### src/rtl/sense_tdm_pkg.sv
package sense_tdm_pkg;

   // Frame tracking phases after reset.
   typedef enum logic [1:0] {
      TRK_IDLE = 2'd0,   // no frame start seen yet
      TRK_MEAS = 2'd1,   // counting bit clocks up to the next frame start
      TRK_LOCK = 2'd2    // legal frame length found, transmitting
   } trk_state_e;

endpackage

### src/rtl/sense_tdm_frame_trk.sv
module sense_tdm_frame_trk
   import sense_tdm_pkg::*;
#(
   parameter int GRP_BITS = 64,
   parameter int NUM_GRP  = 4,
   parameter int POS_W    = 9,
   parameter int GSEL_W   = 2,
   parameter int OFF_LG   = 6
) (
   input  logic                    clk,
   input  logic                    rst_n,
   input  logic                    fsync,
   input  logic [GSEL_W-1:0]       grp_sel,
   output logic                    fs_rise,
   output logic [POS_W-1:0]        pos,
   output logic                    locked,
   output logic [GSEL_W-1:0]       grp_q,
   output logic [POS_W-OFF_LG:0]   ngrp_q
);

   localparam int LEN_W = POS_W + 1;

   logic              fs_d;
   logic [POS_W-1:0]  pos_q;
   logic [LEN_W-1:0]  meas_len;
   logic [NUM_GRP-1:0] len_hit;
   logic              len_ok;
   trk_state_e        st_q;

   assign fs_rise  = fsync & ~fs_d;
   assign meas_len = LEN_W'(pos_q) + LEN_W'(1);

   // One comparator per legal frame length (1..NUM_GRP groups).
   for (genvar k = 0; k < NUM_GRP; k++) begin : g_len
      assign len_hit[k] = (meas_len == LEN_W'((k + 1) * GRP_BITS));
   end
   assign len_ok = |len_hit;

   always_ff @(posedge clk or negedge rst_n) begin
      if (!rst_n) begin
         fs_d   <= 1'b0;
         pos_q  <= '0;
         st_q   <= TRK_IDLE;
         grp_q  <= '0;
         ngrp_q <= '0;
      end else begin
         fs_d <= fsync;
         // Bit position within the frame, saturating so an overlong
         // frame can never alias onto a legal length.
         if (fs_rise) begin
            pos_q <= '0;
         end else if (pos_q != '1) begin
            pos_q <= pos_q + 1'b1;
         end
         if (fs_rise) begin
            case (st_q)
               TRK_IDLE: begin
                  st_q  <= TRK_MEAS;
                  grp_q <= grp_sel;
               end
               TRK_MEAS: begin
                  if (len_ok) begin
                     st_q   <= TRK_LOCK;
                     ngrp_q <= meas_len[POS_W:OFF_LG];
                  end
               end
               default: ;
            endcase
         end
      end
   end

   assign pos    = pos_q;
   assign locked = (st_q == TRK_LOCK);

   // a frame start restarts the bit position.
   p_pos_restart_r2: assert property (@(posedge clk) disable iff (!rst_n)
      fs_rise |=> (pos_q == '0));

   // once locked the block stays locked.
   p_lock_sticky_r3: assert property (@(posedge clk) disable iff (!rst_n)
      locked |=> locked);

   // the group assignment never moves after it was captured.
   p_grp_hold_r5: assert property (@(posedge clk) disable iff (!rst_n)
      ((st_q != TRK_IDLE) && $past(st_q != TRK_IDLE)) |-> $stable(grp_q));

endmodule

### src/rtl/sense_tdm_sample_hold.sv
module sense_tdm_sample_hold #(
   parameter int WORD_W = 16,
   parameter int SUP_W  = 8
) (
   input  logic              clk,
   input  logic              rst_n,
   input  logic              smp_stb,
   input  logic [WORD_W-1:0] cur_in,
   input  logic [WORD_W-1:0] vlt_in,
   input  logic [SUP_W-1:0]  sup_in,
   input  logic              load,
   output logic [WORD_W-1:0] cur_f,
   output logic [WORD_W-1:0] vlt_f,
   output logic [SUP_W-1:0]  sup_f
);

   logic [WORD_W-1:0] cur_s;
   logic [WORD_W-1:0] vlt_s;
   logic [SUP_W-1:0]  sup_s;

   // Staging set: follows the sample strobe.
   always_ff @(posedge clk or negedge rst_n) begin
      if (!rst_n) begin
         cur_s <= '0;
         vlt_s <= '0;
         sup_s <= '0;
      end else if (smp_stb) begin
         cur_s <= cur_in;
         vlt_s <= vlt_in;
         sup_s <= sup_in;
      end
   end

   // Frame set: copied once per frame start, read by the serializer.
   always_ff @(posedge clk or negedge rst_n) begin
      if (!rst_n) begin
         cur_f <= '0;
         vlt_f <= '0;
         sup_f <= '0;
      end else if (load) begin
         cur_f <= cur_s;
         vlt_f <= vlt_s;
         sup_f <= sup_s;
      end
   end

   // words on the line stay fixed between frame starts.
   p_frame_coherent_r9: assert property (@(posedge clk) disable iff (!rst_n)
      !load |=> ($stable(cur_f) && $stable(vlt_f) && $stable(sup_f)));

endmodule

### src/rtl/sense_tdm_serializer.sv
module sense_tdm_serializer #(
   parameter int WORD_W        = 16,
   parameter int SUP_W         = 8,
   parameter int SLOTS_PER_GRP = 4,
   parameter int POS_W         = 9,
   parameter int GSEL_W        = 2,
   parameter int OFF_LG        = 6
) (
   input  logic                  clk,
   input  logic                  rst_n,
   input  logic [POS_W-1:0]      pos,
   input  logic                  locked,
   input  logic [GSEL_W-1:0]     grp_q,
   input  logic [POS_W-OFF_LG:0] ngrp_q,
   input  logic [WORD_W-1:0]     cur_f,
   input  logic [WORD_W-1:0]     vlt_f,
   input  logic [SUP_W-1:0]      sup_f,
   output logic                  sdo,
   output logic                  sdo_oe
);

   localparam int BIT_LG  = $clog2(WORD_W);
   localparam int SLOT_LG = $clog2(SLOTS_PER_GRP);
   localparam int GHI_W   = POS_W - OFF_LG;

   logic [BIT_LG-1:0]  bit_idx;
   logic [BIT_LG-1:0]  tx_idx;
   logic [SLOT_LG-1:0] slot_idx;
   logic [GHI_W-1:0]   grp_hi;
   logic [WORD_W-1:0]  sup_pad;
   logic [WORD_W-1:0]  slot_word;
   logic               slot_live;
   logic               grp_mine;
   logic               grp_inside;
   logic               drive;
   logic               sdo_q;
   logic               oe_q;

   assign bit_idx  = pos[BIT_LG-1:0];
   assign slot_idx = pos[OFF_LG-1:BIT_LG];
   assign grp_hi   = pos[POS_W-1:OFF_LG];
   assign tx_idx   = ~bit_idx;   // MSB first; WORD_W is a power of two

   // Supply value sits in the top bits of its slot, the rest are zero.
   if (WORD_W > SUP_W) begin : g_sup_pad
      assign sup_pad = {sup_f, {(WORD_W - SUP_W){1'b0}}};
   end else begin : g_sup_full
      assign sup_pad = sup_f;
   end

   always_comb begin
      slot_word = '0;
      slot_live = 1'b0;
      case (slot_idx)
         SLOT_LG'(0): begin slot_word = cur_f;   slot_live = 1'b1; end
         SLOT_LG'(1): begin slot_word = vlt_f;   slot_live = 1'b1; end
         SLOT_LG'(2): begin slot_word = sup_pad; slot_live = 1'b1; end
         default:     begin slot_word = '0;      slot_live = 1'b0; end
      endcase
   end

   assign grp_mine   = (grp_hi == {1'b0, grp_q});
   assign grp_inside = ({1'b0, grp_hi} < ngrp_q);
   assign drive      = locked & grp_mine & grp_inside & slot_live;

   // Launch on the falling edge so the receiver samples on the rising one.
   always_ff @(negedge clk or negedge rst_n) begin
      if (!rst_n) begin
         sdo_q <= 1'b0;
         oe_q  <= 1'b0;
      end else begin
         oe_q  <= drive;
         sdo_q <= drive & slot_word[tx_idx];
      end
   end

   assign sdo    = sdo_q;
   assign sdo_oe = oe_q;

   // nothing is driven before lock.
   p_quiet_unlocked_r4: assert property (@(posedge clk) disable iff (!rst_n)
      !locked |-> !sdo_oe);

   // a released line carries a zero data bit.
   p_released_low_r10: assert property (@(posedge clk) disable iff (!rst_n)
      !sdo_oe |-> !sdo);

   // the fourth slot and foreign groups are never driven.
   p_spare_slot_r8: assert property (@(posedge clk) disable iff (!rst_n)
      sdo_oe |-> (slot_idx < SLOT_LG'(3)));
   p_own_group_r8: assert property (@(posedge clk) disable iff (!rst_n)
      sdo_oe |-> (grp_hi == {1'b0, grp_q}));

   // drive stays inside the locked frame length.
   p_inside_frame_r11: assert property (@(posedge clk) disable iff (!rst_n)
      sdo_oe |-> ({1'b0, grp_hi} < ngrp_q));

   // padding bits of the supply slot are zero.
   p_pad_low_r7: assert property (@(posedge clk) disable iff (!rst_n)
      (sdo_oe && (slot_idx == SLOT_LG'(2)) && (int'(bit_idx) >= SUP_W)) |-> !sdo);

endmodule

### src/rtl/sense_tdm_tx.sv
module sense_tdm_tx #(
   parameter int WORD_W        = 16,
   parameter int SUP_W         = 8,
   parameter int SLOTS_PER_GRP = 4,
   parameter int NUM_GRP       = 4
) (
   input  logic        bclk,
   input  logic        rst_n,
   input  logic        fsync,
   input  logic [1:0]  grp_sel,
   input  logic        smp_stb,
   input  logic [15:0] cur_in,
   input  logic [15:0] vlt_in,
   input  logic [7:0]  sup_in,
   output logic        sdo,
   output logic        sdo_oe
);

   localparam int GRP_BITS  = WORD_W * SLOTS_PER_GRP;
   localparam int MAX_FRAME = GRP_BITS * NUM_GRP;
   localparam int GSEL_W    = $clog2(NUM_GRP);
   localparam int OFF_LG    = $clog2(GRP_BITS);
   localparam int POS_W     = $clog2(MAX_FRAME) + 1;

   // Elaboration-time parameter checks.
   if (WORD_W != 16 || SUP_W != 8 || NUM_GRP != 4) begin : g_chk_ports
      $error("sense_tdm_tx: port widths fix WORD_W=16, SUP_W=8, NUM_GRP=4");
   end
   if ((SLOTS_PER_GRP < 4) || ((SLOTS_PER_GRP & (SLOTS_PER_GRP - 1)) != 0)) begin : g_chk_slots
      $error("sense_tdm_tx: SLOTS_PER_GRP must be a power of two, at least 4");
   end
   if ((WORD_W & (WORD_W - 1)) != 0) begin : g_chk_word
      $error("sense_tdm_tx: WORD_W must be a power of two");
   end
   if ((SUP_W < 1) || (SUP_W > WORD_W)) begin : g_chk_sup
      $error("sense_tdm_tx: SUP_W must lie in 1..WORD_W");
   end

   logic                  fs_rise;
   logic [POS_W-1:0]      pos;
   logic                  locked;
   logic [GSEL_W-1:0]     grp_q;
   logic [POS_W-OFF_LG:0] ngrp_q;
   logic [WORD_W-1:0]     cur_f;
   logic [WORD_W-1:0]     vlt_f;
   logic [SUP_W-1:0]      sup_f;

   sense_tdm_frame_trk #(
      .GRP_BITS (GRP_BITS),
      .NUM_GRP  (NUM_GRP),
      .POS_W    (POS_W),
      .GSEL_W   (GSEL_W),
      .OFF_LG   (OFF_LG)
   ) u_trk (
      .clk     (bclk),
      .rst_n   (rst_n),
      .fsync   (fsync),
      .grp_sel (grp_sel),
      .fs_rise (fs_rise),
      .pos     (pos),
      .locked  (locked),
      .grp_q   (grp_q),
      .ngrp_q  (ngrp_q)
   );

   sense_tdm_sample_hold #(
      .WORD_W (WORD_W),
      .SUP_W  (SUP_W)
   ) u_hold (
      .clk     (bclk),
      .rst_n   (rst_n),
      .smp_stb (smp_stb),
      .cur_in  (cur_in),
      .vlt_in  (vlt_in),
      .sup_in  (sup_in),
      .load    (fs_rise),
      .cur_f   (cur_f),
      .vlt_f   (vlt_f),
      .sup_f   (sup_f)
   );

   sense_tdm_serializer #(
      .WORD_W        (WORD_W),
      .SUP_W         (SUP_W),
      .SLOTS_PER_GRP (SLOTS_PER_GRP),
      .POS_W         (POS_W),
      .GSEL_W        (GSEL_W),
      .OFF_LG        (OFF_LG)
   ) u_ser (
      .clk    (bclk),
      .rst_n  (rst_n),
      .pos    (pos),
      .locked (locked),
      .grp_q  (grp_q),
      .ngrp_q (ngrp_q),
      .cur_f  (cur_f),
      .vlt_f  (vlt_f),
      .sup_f  (sup_f),
      .sdo    (sdo),
      .sdo_oe (sdo_oe)
   );

endmodule

### config.mk
export PLATFORM = sky130hd
export DESIGN_NAME = sense_tdm_tx
export DESIGN_NICKNAME = d
export VERILOG_FILES = /design/src/rtl/sense_tdm_pkg.sv /design/src/rtl/sense_tdm_frame_trk.sv /design/src/rtl/sense_tdm_sample_hold.sv /design/src/rtl/sense_tdm_serializer.sv /design/src/rtl/sense_tdm_tx.sv
export SDC_FILE = /design/constraint.sdc
export NUM_CORES = 1
export LEC_CHECK = 0
export BUFFER_PORTS_ARGS = -buffer_cell sky130_fd_sc_hd__buf_2
export CORE_MARGIN = 2
export CORE_UTILIZATION = 50
export CTS_CLUSTER_DIAMETER = 30
export DETAILED_ROUTE_END_ITERATION = 16
export PLACE_DENSITY_LB_ADDON = 0.2
export SYNTH_ARGS = -nofsm -noshare
export SYNTH_HDL_FRONTEND = slang
export SYNTH_HIERARCHICAL = 1
export SYNTH_SLANG_ARGS = --single-unit
export TNS_END_PERCENT = 20
### constraint.sdc
create_clock -name bclk -period 5.6 [get_ports bclk]
set_clock_uncertainty 0.05 [all_clocks]
set_input_delay 0.84 -clock bclk [delete_from_list [all_inputs] [get_ports bclk]]
set_output_delay 0.84 -clock bclk [all_outputs]
set_load 0.01 [all_outputs]
# Yosys cells after proc, flatten, opt, wreduce, memory -nomap -nowiden
# Index checks and enable logic that the tools add are counted.
# W data, S select, Z words.
[totals]
ff_bits = 100
inputBits = 46
out_inout_bits = 2
wordCells = 52
[classes]
n_addsub = 2
order_cmp = 2
eq_ne = 11
muxes = 8
bitwise = 7
n_reduce_logical = 9
[ops]
columns = ["cell", "count"]
rows = [
  ["$pmux W16 S3", 1],
  ["$eq A10 B8 Y1 const B", 2],
  ["$mux W9", 2],
  ["$add A9 B1 Y10 const B", 1],
  ["$eq A10 B7 Y1 const B", 1],
  ["$eq A10 B9 Y1 const B", 1],
  ["$add A9 B1 Y9 const B", 1],
  ["$ne A9 B9 Y1 const B", 1],
  ["$reduce_and A3 Y1", 2],
  ["$and A1 B1 Y1", 5],
  ["$lt A4 B5 Y1 const B", 1],
  ["$bmux W1 S4", 1],
  ["$eq A2 B1 Y1 const B", 2],
  ["$eq A2 B2 Y1 const B", 2],
  ["$logic_not A2 Y1", 2],
  ["$lt A3 B4 Y1", 1],
  ["$not A4 Y4", 1],
  ["$pmux W2 S2", 1],
  ["$reduce_bool A2 Y1", 2],
  ["$reduce_or A4 Y1", 1],
  ["$eq A3 B2 Y1", 1],
  ["$reduce_or A3 Y1", 1],
  ["$mux W1", 2],
  ["$mux W2", 1],
  ["3 further kinds", 3],
]

# Logic depth before layout (Yosys ltp)
[depth]
depth_word = 5
mapped_depth = 10
mapped_depth_nobuf = 8

# Modules after synthesis
# The synthesis kept the hierarchy.
[by_module_without_submodules]
columns = ["module", "instances", "cells_per_inst", "area_per_inst_um2", "seq_area_each_um2"]
rows = [
  ["sense_tdm_sample_hold", 1, 168, 2992.9, 2001.9],
  ["sense_tdm_frame_trk", 1, 98, 1014.7, 450.4],
  ["sense_tdm_serializer", 1, 71, 596.8, 50.0],
]

==> run summary <==
After Yosys synthesis, and, or, nand and nor cells account for 8.29% of the synthesized area. After clock tree synthesis, the clock-pin slew on the worst setup and hold paths is 0.09 ns. The critical path endpoint is u_ser/sdo.

After Yosys synthesis, full adders, half adders and majority gates account for 1.36% of the synthesized area. The tools report the number of clock buffers inserted by TritonCTS as 9. The floorplan step set the die height to 100 µm. Synthesis inferred 100 register bits. The share of cells above drive strength 1 is 43.3%, and the post-cts repair resize count is 0. The detailed-route DRC error count is 0, and the post-detailed-route via-to-cell ratio is 5.49. Counting flops with an async set or reset pin after synthesis yields a share of 100%. The tools report the critical path startpoint category as a flop.

After Yosys synthesis, XOR and XNOR cells account for 1.90% of the synthesized area. For the I/O pin count, the log shows 48. The startpoint-to-endpoint class of the critical path is reg2reg.

After global routing the overflow that remains totals 0. The synthesized netlist devotes 5.82% of its cell area to compound gates. The number of iterations in the first detailed-routing pass was 4; the max-capacitance violation count was 0. The flow ran to the end, and the final reports show no timing, DRC or antenna violations. Dividing the detail-routed wire length by the instance count gives 16.4 µm. STA puts the critical path data required time at 2.95 ns.

The layout has 777 filler cells. For the placeable core area, the log shows 9060 µm². In this run the critical register-to-register path is launched from u_trk/pos[2]. The tools report the insertion delay to the later sink of the worst-skew pair as 0.36 ns. The highest-delay cell along the critical path was dfrtp_1.

For the post-CTS setup repair buffer count, the log shows 0. At the end of routability-driven placement, the weighted congestion stood at 0.875. The repair_antennas step left the layout with diodes totalling 0. TritonCTS built the clock tree. During placement, the flow inserted port buffers numbering 47. The type of element capturing the critical path was a flop. The number of antenna violations at the first check in global routing was 0.

Setup repair after global routing left no endpoint under its margin. The maximum number of pins on one net before global-route repair is 57, and the total wire length after detailed routing is 8160 µm. In this run the worst setup path begins at u_trk/pos[2].

The critical path goes through buf_4, a2111oi_0, a31oi_1, and4_1, o31a_1. The die width was 100 µm; the violation count after the first detailed-route iteration was 167. The run gives 388 as the total nets after synthesis. The number of warnings reported in the yosys synthesis log was 6. Among all flip-flop cells after synthesis, the most frequent one is dfrtp_1.

Sink count of the clock tree: 100. Yosys attributes the largest share of cell area to dfrtp_1 53%, mux2_2 21%, buf_6 2.4%. In this run the worst path has a maximum fanout of 13. The portion of synthesized area spent on multiplexers is 24.3%. After synthesis, the largest family of logic cells by area is multiplexers.

In the final design database the tool counted 432 nets. The worst-case IR drop observed on VDD is 0.165 mV. Counting along the longest clock path gives a buffer depth of 2. The arrival time of data at the critical path endpoint is 2.22 ns, and the hold buffer count at CTS is 0. The share of synthesized area in the top cell type comes to 53.3%.

The floorplan has 35 rows. The logs give 2.22 nW for the static power due to leakage and 5720 µm for the detailed placer's ending HPWL. For the sum of negative setup slack, the log shows 0 ns.

The worst hold slack is 0.400 ns, and the relative slew slack is 42.3%. In this design, the stage delay of the slowest critical-path cell is 0.52 ns. The tools report the share of the yosys chip area belonging to registers as 54.3%. The count of cell types in the netlist is 58. Power spread over the standard cell area amounts to 338 nW/µm². dfrtp_1 is the most common cell in the netlist. Capture point of the worst reg-to-reg path: u_ser/sdo. The tools report the number of levels the H-tree was split into as 3. The commonest cells after synthesis are 98 x dfrtp_1, 87 x mux2_2, 15 x nor2_1, 10 x buf_6. The routed layout has 2731 vias. Compared with the post-synthesis result, the final layout area differs by 10.8%. The worst hold path belongs to the class in2async.

The total count of max-transition violations in the final report is 0, and the post-synthesis cell count is 337. For the pin with the worst max-slew slack, the measured transition is 0.865 ns. The initial utilization of the core area, before any placement, comes to 50.8%. The tools report the final hold violation count as 0. Number of global-route vias before repair: 2806. In this run the register-to-register setup slack is 0.73 ns. The run gives 0 as the residual antenna-violating net count after detailed routing.

For the wire length of the first global-routing pass, the log shows 13900 µm. The synthesized design contains 0 enable-type register cells. The flip-flop and latch area was 2500 µm².

Cell chosen for the clock root: clkbuf_8. The depth of the worst register-to-register path came out at 5. The floorplan step defined a die boundary enclosing 9990 µm².

Global routing used 18.0% of the available tracks across all layers. The cell area that synthesis handed to floorplanning was 4600 µm². Footprint of the multi-input gates: 1930 µm². Dividing the synthesized area by the synthesized cell count gives 13.7 µm². The largest area contributor in the netlist is dfrtp_1. Setup violations remaining at the end of the flow were counted as 0.
==> final cells by class <==
type                    count  share of cell area [%]
inverters                   7                   0.515
clock inverters             5                    1.62
multi-input cells         211                    37.8
clock buffers              11                    2.97
flip-flops and latches    100                    49.0
well taps                 111                    2.72
repair buffers             52                    5.39
==> worst min-delay path by stage <==
stage	cells after the start	endpoint	start
after floorplan	1	u_trk/st_q[1]	u_trk/st_q[1]
after global placement	1	u_trk/st_q[1]	u_trk/st_q[1]
after detailed placement	1	u_trk/st_q[1]	u_trk/st_q[1]
after CTS	1	u_trk/ngrp_q[3]	rst_n
after global routing	1	u_hold/cur_s[7]	rst_n
final	1	u_hold/cur_s[7]	rst_n
==> worst max-delay path, delay by kind of cell, from the launching register on <==
kind	cells	cell delay [ns]
buffers and inverters	1	0.25
AND/OR/NAND/NOR	1	0.22
AO/OA/AOI/OAI	3	0.87
flip-flops	1	0.52
==> flip-flops by register name, indices dropped and copies added (netlist names), 2 cells and up <==
signal	cells
u_trk/pos	9
u_hold/cur_s	16
u_hold/vlt_s	16
u_hold/sup_s	8
u_trk/grp_q	2
u_hold/sup_f	8
u_hold/cur_f	16
u_trk/ngrp_q	4
u_hold/vlt_f	16
u_trk/st_q	2
==> cell families (layout without fill, tap and decap cells) <==
logic type / count (synthesis) / count (layout)
AO/OA/AOI/OAI: 31 / 31
XOR/XNOR: 10 / 10
adder cells (fa/ha/maj): 5 / 5
buffers and inverters: 26 / 75
flip-flops: 100 / 100
multiplexers: 98 / 98
AND/OR/NAND/NOR: 67 / 67
==> power by group <==
part	total (W)	internal [W]	leakage, nW	switching (W)
registers	0.000913	0.000821	1.19	0.0000918
logic	0.000288	0.000168	0.909	0.000121
clock network	0.000522	0.000278	0.120	0.000245
==> placed cells by master (no fill, tap or decap), types with 3 or more instances in the layout <==
cell type and instances:
ha_1 5, buf_4 6, dfrtp_1 98, xor2_1 3
buf_2 46, xnor2_1 7, mux2i_1 8, nor2b_1 6
nand2_1 8, inv_1 7, a21oi_1 4, nor3_1 6
nand2b_1 3, clkbuf_8 11, nor2_1 15, mux2_2 87
nand3_1 7
==> per-layer routing <==
layer	track usage [%]	up-vias	wire, µm
met3	4.04	11	268
met5	0	-	0
met2	28.2	44	3910
met1	24.5	1372	3820
met4	7.17	0	150
li1	-	1304	-
==> per-stage QoR <==
stage | cell area [µm²] | instances | total power [W] | worst slack (ns) | util (%)
2_1_floorplan | 4600 | 337 | 0.00113 | 0.967 | -
4_1_cts | 5100 | 497 | 0.00174 | 0.773 | 56.3
6_report | 5100 | 497 | 0.00172 | 0.729 | 56.3
3_5_place_dp | 4870 | 481 | 0.00122 | 0.812 | 53.7
5_1_grt | 5100 | 497 | 0.00182 | 0.631 | 56.3
3_3_place_gp | 4870 | 481 | 0.00121 | 0.837 | 53.7
(Power assumes the default switching activity.)
